File: src/rtl/ldctr_pkg.sv
package ldctr_pkg;

  // Action chosen for the coming clock edge (clear is handled asynchronously)
  typedef enum logic [1:0] {
    ACT_HOLD  = 2'b00,
    ACT_COUNT = 2'b01,
    ACT_LOAD  = 2'b10
  } act_e;

endpackage

File: src/rtl/ldctr_arbiter.sv
module ldctr_arbiter
  import ldctr_pkg::*;
(
  input  logic load,
  input  logic count_en,
  output act_e act
);

  // Fixed priority: load over count over hold
  always_comb begin
    if (load) begin
      act = ACT_LOAD;
    end else if (count_en) begin
      act = ACT_COUNT;
    end else begin
      act = ACT_HOLD;
    end
  end

endmodule

File: src/rtl/ldctr_incr.sv
module ldctr_incr #(
  parameter int WIDTH = 4
) (
  input  logic [WIDTH-1:0] cur,
  output logic [WIDTH-1:0] inc,
  output logic             all_ones
);

  // Toggle chain: bit i flips when every lower bit is one
  logic [WIDTH-1:0] tgl;

  assign tgl[0] = 1'b1;

  genvar i;
  generate
    for (i = 1; i < WIDTH; i++) begin : g_chain
      assign tgl[i] = tgl[i-1] & cur[i-1];
    end
  endgenerate

  assign inc      = cur ^ tgl;
  assign all_ones = tgl[WIDTH-1] & cur[WIDTH-1];

endmodule

File: src/rtl/ldctr_reg.sv
module ldctr_reg #(
  parameter int WIDTH = 4
) (
  input  logic             clk,
  input  logic             clear_n,
  input  logic             en,
  input  logic [WIDTH-1:0] d,
  output logic [WIDTH-1:0] q
);

  always_ff @(posedge clk or negedge clear_n) begin
    if (!clear_n) begin
      q <= '0;
    end else if (en) begin
      q <= d;
    end
  end

  AST_CLEAR_ZERO: assert property (@(posedge clk) !clear_n |-> q == '0);
  AST_IDLE_STABLE: assert property (@(posedge clk) disable iff (!clear_n) !en |=> $stable(q));

endmodule

File: src/rtl/ldctr_top.sv
module ldctr_top
  import ldctr_pkg::*;
#(
  parameter int WIDTH = 4
) (
  input  logic             clk,
  input  logic             clear_n,
  input  logic             load,
  input  logic             count_en,
  input  logic [WIDTH-1:0] din,
  output logic [WIDTH-1:0] q,
  output logic             carry_out
);

  localparam logic [WIDTH-1:0] ALL_ONES = {WIDTH{1'b1}};

  act_e             act;
  logic [WIDTH-1:0] inc_val;
  logic             at_top;
  logic [WIDTH-1:0] nxt;
  logic             upd_en;

  ldctr_arbiter u_arb (
    .load     (load),
    .count_en (count_en),
    .act      (act)
  );

  ldctr_incr #(.WIDTH(WIDTH)) u_inc (
    .cur      (q),
    .inc      (inc_val),
    .all_ones (at_top)
  );

  // Next-state selection
  always_comb begin
    upd_en = 1'b0;
    nxt    = q;
    case (act)
      ACT_LOAD: begin
        upd_en = 1'b1;
        nxt    = din;
      end
      ACT_COUNT: begin
        upd_en = 1'b1;
        nxt    = inc_val;
      end
      default: begin
        upd_en = 1'b0;
        nxt    = q;
      end
    endcase
  end

  ldctr_reg #(.WIDTH(WIDTH)) u_reg (
    .clk     (clk),
    .clear_n (clear_n),
    .en      (upd_en),
    .d       (nxt),
    .q       (q)
  );

  assign carry_out = at_top & (act == ACT_COUNT);

  AST_LOAD_WINS: assert property (@(posedge clk) disable iff (!clear_n) load |=> q == $past(din));
  AST_COUNT_STEP: assert property (@(posedge clk) disable iff (!clear_n) (!load && count_en) |=> q == WIDTH'($past(q) + 1'b1));
  AST_WRAP_ZERO: assert property (@(posedge clk) disable iff (!clear_n) (!load && count_en && q == ALL_ONES) |=> q == '0);
  AST_CARRY_THEN_ZERO: assert property (@(posedge clk) disable iff (!clear_n) carry_out |=> q == '0);
  AST_CARRY_AT_TOP: assert property (@(posedge clk) disable iff (!clear_n) carry_out |-> q == ALL_ONES);

endmodule

File: config.mk
export PLATFORM = sky130hd
export DESIGN_NAME = ldctr_top
export DESIGN_NICKNAME = d
export VERILOG_FILES = /design/src/rtl/ldctr_pkg.sv /design/src/rtl/ldctr_arbiter.sv /design/src/rtl/ldctr_incr.sv /design/src/rtl/ldctr_reg.sv /design/src/rtl/ldctr_top.sv
export SDC_FILE = /design/constraint.sdc
export NUM_CORES = 1
export LEC_CHECK = 0
export CAP_MARGIN = 30
export CELL_PAD_IN_SITES_DETAIL_PLACEMENT = 0
export CELL_PAD_IN_SITES_GLOBAL_PLACEMENT = 2
export CORE_AREA = 5 5 42 44
export DETAILED_ROUTE_END_ITERATION = 16
export DIE_AREA = 0 0 47 49
export PLACE_DENSITY_LB_ADDON = 0.05
export SYNTH_ARGS = -nofsm -noshare
export SYNTH_HDL_FRONTEND = slang
export SYNTH_SLANG_ARGS = --single-unit
File: constraint.sdc
create_clock -name clk -period 2.4 [get_ports clk]
set_clock_uncertainty 0.2 [all_clocks]
set_input_delay 0.48 -clock clk [delete_from_list [all_inputs] [get_ports clk]]
set_output_delay 0.48 -clock clk [all_outputs]
set_load 0.01 [all_outputs]
# [After elaboration in Yosys (flattened, before gate mapping)]
# Cells that the tools add are included.
[op_classes] n_mux=4 reduce_logical=3 eq_ne=2 bitwise_logic=5
[ops] op="one-hot mux 4 bit (2 select lines)" count=1
[ops] op="AND 1 bit" count=4
[ops] op="bitwise XOR 4 bit" count=1
[ops] op="equality test 2 x 1 -> 1 bit, second input constant" count=1
[ops] op="equality test 2 bit, second input constant" count=1
[ops] op="2-to-1 mux 1 bit" count=2
[ops] op="2-to-1 mux 2 bit" count=1
[ops] op="AND reduction 2 bit" count=1
[ops] op="nonzero test 2 bit" count=1
[ops] op="OR reduction 2 bit" count=1
[word_totals] out_inout_bits=5 inputBits=8 ff_bits=4 wordCells=15

# [Logic depth before layout (Yosys ltp)]
# Gate-level depths: netlist of run 1.
[depth] depth_word=6 ltp_mapped=5 depth_no_buf=5

# [Hierarchy]
# From an unflattened synthesis of run 1, not the netlist that was laid out.
[hier_totals] hier_cells=33 hier_area_um2=321.6
[modules_own_cells] module="ldctr_reg" cells_each=8 seq_area_each_um2=100.1 area_per_inst_um2=145.1 n_inst=1
[modules_own_cells] module="ldctr_top" cells_each=19 seq_area_each_um2=0.0 area_per_inst_um2=113.9 n_inst=1
[modules_own_cells] module="ldctr_incr" cells_each=4 seq_area_each_um2=0.0 area_per_inst_um2=41.3 n_inst=1
[modules_own_cells] module="ldctr_arbiter" cells_each=2 seq_area_each_um2=0.0 area_per_inst_um2=21.3 n_inst=1

# [Worst setup path before layout of run 1]
# Ideal clock, no wire load.
[synth_timing] kind="reg2out" start="register u_reg.q[0]" end="output port carry_out" slack_ps=557 path_buffers=0 required_ps=1720 stages_incl_launch_ff=5 arrival_ps=1163 path_cell_list="dfrtp_1 ha_1 ha_1 ha_1 and3b_2"
[synth_between] elab_chain_cells=4
[synth_lines] element="start: declaration" line_no="ldctr_reg.sv:8" rtl="output logic [WIDTH-1:0] q"
[synth_lines] element="start signal: assignment" line_no="ldctr_reg.sv:13" rtl="q <= '0;"
[synth_lines] element="start signal: assignment" line_no="ldctr_reg.sv:15" rtl="q <= d;"
[synth_lines] element="AND 1 bit (2 in a row)" line_no="ldctr_incr.sv:17" rtl="assign tgl[i] = tgl[i-1] & cur[i-1];"
[synth_lines] element="AND 1 bit" line_no="ldctr_incr.sv:22" rtl="assign all_ones = tgl[WIDTH-1] & cur[WIDTH-1];"
[synth_lines] element="AND 1 bit" line_no="ldctr_top.sv:63" rtl="assign carry_out = at_top & (act == ACT_COUNT);"
[synth_lines] element="end: declaration" line_no="ldctr_top.sv:12" rtl="output logic carry_out"
# Every way passes these cells.

# [Worst setup path after layout of run 1]
# Same ends and word-level chain as after synthesis.

==> flow_summary_export.csv, run 1 <==
group,metric,value,unit
run_status,status,"completed",
finish,stdcell_count,53,
synth,syn_nets,32,
min_path,hold_path_class,"in2async",
finish,fill_cells,163,
power_and_ir_drop,p_leak,0.1896,nW
critical_path,cpPeakStageDelay,0.40,ns
drt,ant_nets,0,
floorplan,num_rows,14,
grt,grt_pass1_vias,210,
power_and_ir_drop,comb_power_share,28.3,%
timing,setup_viol,0,
floorplan,die_w,47,um
synth,yosysSeqAreaShare,43.01,%
critical_path,worst_r2r_path_depth,5,
critical_path,crit_buf_inv,1,
timing,period_minus_slack,2.325,ns
grt,gr-total-overflow,0,
grt,use_met1,6.167,%
grt,grt_max_degree,9,
synth,syn_area,232.7,sq um
critical_path,r2r-end,"u_reg.q[3]$_DFFE_PN0P_",
floorplan,core,1401,sq um
drt,routedWlPerCell,9.566,um
grt,track_usage,5.638,%
finish,final_common_cell,"clkdlybuf4s50_1",
synth,synthMuxAreaShare,12.90,%
critical_path,crit_type,"reg2out",
timing,slew_violations,0,
synth,synth_area_leaders,"dfrtp_1 43%, ha_1 16%, mux2i_1 13%",
clock_network,cts.sinks,4,
power_and_ir_drop,intPower,0.1732,mW
clock_network,cts_buffers,3,
drt,drtPass1Iterations,1,
timing,finalSetupTns,0,ns
finish,layout_common_cells,"11 x clkdlybuf4s50_1, 4 x nand2_1, 4 x o21ai_1, 4 x dfrtp_1",
drt,drt_wl_total,507,um
power_and_ir_drop,power.density,576.5,nW/um^2
critical_path,start_kind,"register",
grt,grtUsageMet2,6.787,%
grt,grt_pass1_wl,834,um
place,finalWeightedCongestion,0.6438,
synth,synth_top_family_by_area,"adder cells",
finish,nets,50,
synth,netlist_instances,21,
drt,via_per_inst,3.566,
place,place_inst,50,
timing,fin_ws,0.07507,ns
place,dp_hpwl,457.2,um
critical_path,cp_cell_sequence,"ha_1, ha_1, ha_1, and3b_2, dlygate4sd2_1",
flow_run,max_cap_violations,0,
finish,diodes,0,
synth,synth_cell_types,8,
floorplan,start_util,16.61,%
finish,largest_register_ffs,4,
synth,yosysTopAreaCellShare,43.01,%
synth,yosys.area.top_type,"dfrtp_1",
grt,top_usage_layer,"met4",
clock_network,holdBufCountCts,0,
timing,fin_crit_sh,96.87,%
synth,synth_xor_area_share,3.763,%
finish,multiInputGateArea,121.4,sq um
floorplan,io_pins,13,
finish,area_growth,70.97,%
clock_network,clk_pin_slew,0.04,ns
timing,timing.fmax,0.4301,GHz
synth,synth_fa_ha_area_share,16.13,%
floorplan,die_area,2303,sq um
clock_network,cts.path.max_buffers,2,
floorplan,die_y,49,um
grt,grt_antenna_before_repair,0,
critical_path,end_kind,"primary output",
synth,synthSimpleGateAreaFrac,10.75,%
synth,syn_avg_cell_area,11.08,sq um
critical_path,crit_path_start,"u_reg.q[0]$_DFFE_PN0P_",
timing,hold_viol_final,0,
finish,top_regs,"u_reg.q (4)",
place,pre_cts_slack,0.05551,ns
timing,rsz0062_at_grt,"false",
synth,synth_seq_cells,4,
power_and_ir_drop,pwr-share-seq,36.6,%
power_and_ir_drop,p_switching,0.05622,mW
grt,use_met3,2.583,%
power_and_ir_drop,switching_share,24.51,%
critical_path,path_common_cell,"ha_1",
clock_network,htreeDepth,1,
place,numPortBuffers,12,
synth,yosysWarnings,0,
critical_path,critical_path_required,1.72,ns
timing,max_slew_margin,89.00,%
clock_network,cts_tree,"built",
synth,synth_compound_area_share,8.602,%
critical_path,r2r_start,"u_reg.q[0]$_DFFE_PN0P_",
drt,num_vias,189,
critical_path,critPathMaxFanout,3,
power_and_ir_drop,pwr-share-clk,35.1,%
critical_path,slowest_stage,"dfrtp_1",
drt,drtIter0Drc,0,
clock_network,cts-root-buf,"clkbuf_4",
critical_path,worstPathArrival,1.64,ns
drt,drc,0,
clock_network,worstSkewPairLatency,0.23,ns
critical_path,cpLargestDelayFamily,"adder cells",
power_and_ir_drop,peakVddDrop,158.7,uV
finish,drive_gt1_share,16.22,%
finish,largest-register,"u_reg.q",
timing,tightest_slew,0.1604,ns
finish,seq_area,100.1,sq um
critical_path,reg2reg_slack,0.79,ns
-- cells in the mapped netlist --
| library cell | n |
|---|---|
| and3b_2 | 1 |
| mux2i_1 | 3 |
| buf_6 | 1 |
| o21ai_1 | 4 |
| dfrtp_1 | 4 |
| nand2_1 | 4 |
| ha_1 | 3 |
| xnor2_1 | 1 |
-- layout make-up --
| type | count | share of cell area, % |
|---|---|---|
| clock buffer | 3 | 5.660 |
| timing repair buffer | 14 | 33.65 |
| multi-input combinational | 16 | 30.50 |
| sequential | 4 | 25.16 |
| tap | 16 | 5.031 |
-- cells by family (layout without fill, tap and decap cells) --
kind of cell               Yosys count  after routing
DFF                                  4              4
muxes                                3              3
xor gates and xnor gates             1              1
AOI/OAI and AO/OA                    4              4
buffers and inverters                1             17
adders and majority gates            3              3
and+or+nand+nor                      5              5
-- how the worst max path moves through the flow --
stage                endpoint  slack, ns  cells past startpoint
finish              carry_out       0.08                      5
floorplan           carry_out       0.56                      4
detailed placement  carry_out       0.06                      3
CTS                 carry_out       0.05                      5
global placement    carry_out       0.04                      3
global route        carry_out      0.009                      5
-- timing repair --
| item | 4_1_cts | 5_1_grt |
|---|---|---|
| setup endpoints to repair | 1 | 0 |
| setup buffers | 0 | 0 |
| gates resized for setup | 1 | 0 |
-- power groups by stage --
| stage | combinational [mW] | sequential (mW) | clock (mW) |
|---|---|---|---|
| 5_1_grt | 0.0737 | 0.0858 | 0.0861 |
| 4_1_cts | 0.0669 | 0.0845 | 0.0861 |
| 3_5_place_dp | 0.0668 | 0.0854 | 0 |
| 6_report | 0.0649 | 0.0839 | 0.0806 |
| 3_3_place_gp | 0.0667 | 0.0847 | 0 |
| 2_1_floorplan | 0.0242 | 0.0886 | 0 |
-- per-layer routing --
layer	up-vias	part of all wire, %	routed length [um]
met2	8	51	258
met1	76	38	193
met4	0	0	0
met5	-	0	0
met3	0	11	55
li1	105	-	-
-- worst register-to-register path, cell delays in order, from the launching register on --
cell and delay (ns):
dfrtp_1 0.40, ha_1 0.22, ha_1 0.18, ha_1 0.26
mux2i_1 0.17, o21ai_1 0.07
-- metrics by stage --
step | hold WS, ns | area, sq um | utilization, % | total power, mW
global route | 0.2681 | 397.9 | 28.39 | 0.2456
global placement | 0.3780 | 376.6 | 26.88 | 0.1514
detailed placement | 0.3853 | 376.6 | 26.88 | 0.1522
CTS | 0.2499 | 397.9 | 28.39 | 0.2375
finish | 0.2540 | 397.9 | 28.39 | 0.2294
floorplan | -0.01559 | 232.7 | - | 0.1128
Power figures use the tool's default switching activity.
==> run 2: changes to the inputs <==
--- a/config.mk
+++ b/config.mk
@@ -5,6 +5,7 @@
 export SDC_FILE = /design/constraint.sdc
 export NUM_CORES = 1
 export LEC_CHECK = 0
+export ABC_AREA = 0
 export CAP_MARGIN = 30
 export CELL_PAD_IN_SITES_DETAIL_PLACEMENT = 0
 export CELL_PAD_IN_SITES_GLOBAL_PLACEMENT = 2
==> constraint.sdc (replaced) <==
create_clock -name clk -period 2.4 [get_ports clk]
set_clock_uncertainty 0.2 [all_clocks]
set_input_delay 0.24 -clock clk [delete_from_list [all_inputs] [get_ports clk]]
set_output_delay 0.24 -clock clk [all_outputs]
set_load 0.01 [all_outputs]
==> run 2 against run 1 <==
Effect of this change:
- sequential cell count stayed put
- utilization is 0.089 points higher
- setup slack better by 0.052 ns
- fmax increased by 2.3%
- via count grew 1.1%
- final cell count did not move
- die area stayed put
- clock power is 0.6% higher
- critical path type unchanged
- highest routed layer unchanged
==> flow_summary_export.csv, run 2 (synthesized netlist as in run 1, its figures left out) <==
group,metric,value,unit
power_and_ir_drop,p_leak,0.1848,nW
drt,drt_wl_total,516,um
timing,tightest_slew,0.1644,ns
grt,grt_pass1_vias,203,
power_and_ir_drop,power.density,577.6,nW/um^2
critical_path,worst_r2r_path_depth,5,
finish,largest-register,"u_reg.q",
timing,slew_violations,0,
critical_path,crit_type,"reg2out",
drt,drtIter0Drc,0,
power_and_ir_drop,comb_power_share,28.5,%
drt,via_per_inst,3.604,
floorplan,die_y,49,um
timing,fin_crit_sh,94.70,%
grt,gr-total-overflow,0,
drt,routedWlPerCell,9.736,um
clock_network,cts_resized,0,
finish,area_growth,71.51,%
timing,hold_ws,0.01185,ns
finish,top_regs,"u_reg.q (4)",
floorplan,die_area,2303,sq um
drt,ant_nets,0,
clock_network,cts_tree,"built",
floorplan,num_rows,14,
clock_network,clk_pin_slew,0.04,ns
timing,setup_viol,0,
clock_network,worstSkewPairLatency,0.23,ns
place,numPortBuffers,12,
timing,hold_viol_final,0,
timing,timing.fmax,0.4400,GHz
grt,grt_max_degree,9,
drt,drc,0,
clock_network,cts-root-buf,"clkbuf_4",
floorplan,start_util,16.61,%
finish,nets,50,
power_and_ir_drop,pwr-share-clk,35.2,%
critical_path,r2r-end,"u_reg.q[3]$_DFFE_PN0P_",
clock_network,cts.path.max_buffers,2,
floorplan,io_pins,13,
timing,period_minus_slack,2.273,ns
power_and_ir_drop,peakVddDrop,167.2,uV
power_and_ir_drop,p_switching,0.05723,mW
grt,track_usage,5.712,%
critical_path,start_kind,"register",
grt,grt_pass1_wl,841,um
clock_network,postCtsSetupBuffers,0,
timing,max_slew_margin,88.72,%
clock_network,holdBufCountCts,0,
critical_path,reg2reg_slack,0.78,ns
critical_path,r2r_start,"u_reg.q[0]$_DFFE_PN0P_",
critical_path,critical_path_required,1.96,ns
clock_network,htreeDepth,1,
floorplan,die_w,47,um
timing,finalSetupTns,0,ns
finish,final_common_cell,"clkdlybuf4s50_1",
power_and_ir_drop,switching_share,24.82,%
finish,drive_gt1_share,16.22,%
run_status,status,"completed",
power_and_ir_drop,pwr-share-seq,36.3,%
finish,diodes,0,
clock_network,cts_buffers,3,
place,finalWeightedCongestion,0.6369,
grt,grt_antenna_before_repair,0,
drt,num_vias,191,
clock_network,cts.sinks,4,
power_and_ir_drop,intPower,0.1733,mW
flow_run,max_cap_violations,0,
finish,fill_cells,162,
floorplan,core,1401,sq um
critical_path,worstPathArrival,1.83,ns
timing,rsz0062_at_grt,"false",
min_path,hold_path_class,"in2async",
finish,largest_register_ffs,4,
drt,drtPass1Iterations,1,
finish,finalCoreUtilization,28.48,%
finish,layout_common_cells,"12 x clkdlybuf4s50_1, 4 x nand2_1, 4 x o21ai_1, 4 x dfrtp_1",
critical_path,end_kind,"primary output",
critical_path,critPathMaxFanout,3,
run 2: changes by cell type in the layout (fill, tap and decap cells not counted), sizes merged:
cell           before  now
clkdlybuf4s50      11   12
dlygate4sd2         1    0
run 2: how the worst max path moves through the flow:
stage	startpoint	endpoint	cells after the start
5_1_grt	u_reg.q[0]$_DFFE_PN0P_	carry_out	5
2_1_floorplan	u_reg.q[0]$_DFFE_PN0P_	carry_out	4
6_report	u_reg.q[0]$_DFFE_PN0P_	carry_out	5
3_3_place_gp	u_reg.q[0]$_DFFE_PN0P_	carry_out	5
3_5_place_dp	u_reg.q[0]$_DFFE_PN0P_	carry_out	5
4_1_cts	u_reg.q[0]$_DFFE_PN0P_	carry_out	5
run 2: metal layers:
layer / track usage (%) / up-vias / wire, um
met5: 0 / - / 0
met4: 6.912 / 0 / 0
met3: 2.952 / 0 / 55
met2: 7.466 / 8 / 267
met1: 5.519 / 77 / 192
li1: - / 106 / -
run 2: power groups by stage:
stage	sequential, mW	combinational [mW]	clock (mW)
detailed placement	0.0849	0.0677	0
floorplan	0.0886	0.0242	0
global route	0.0851	0.0737	0.0884
CTS	0.0840	0.0678	0.0865
global placement	0.0845	0.0668	0
finish	0.0837	0.0657	0.0811
run 2: through the flow:
step	area, sq um	power (mW)	worst slack [ns]	std cells
global route	399.1	0.2473	0.05440	53
global placement	376.6	0.1512	0.3643	50
CTS	399.1	0.2384	0.09423	53
finish	399.1	0.2306	0.1271	53
detailed placement	376.6	0.1525	0.3501	50
floorplan	232.7	0.1128	0.7973	21
run 2: area by class of cell:
| class | instances | area, sq um | share of cell area, % |
|---|---|---|---|
| repair buffers | 14 | 135.1 | 33.86 |
| flip-flops and latches | 4 | 100.1 | 25.08 |
| multi-input cells | 16 | 121.4 | 30.41 |
| clock buffers | 3 | 22.52 | 5.643 |
| well taps | 16 | 20.02 | 5.016 |
run 2: worst max-delay path, stage by stage (launching register included):
cell	delay (ns)
dfrtp_1	0.39
ha_1	0.22
ha_1	0.18
ha_1	0.16
and3b_2	0.18
clkdlybuf4s50_1	0.47
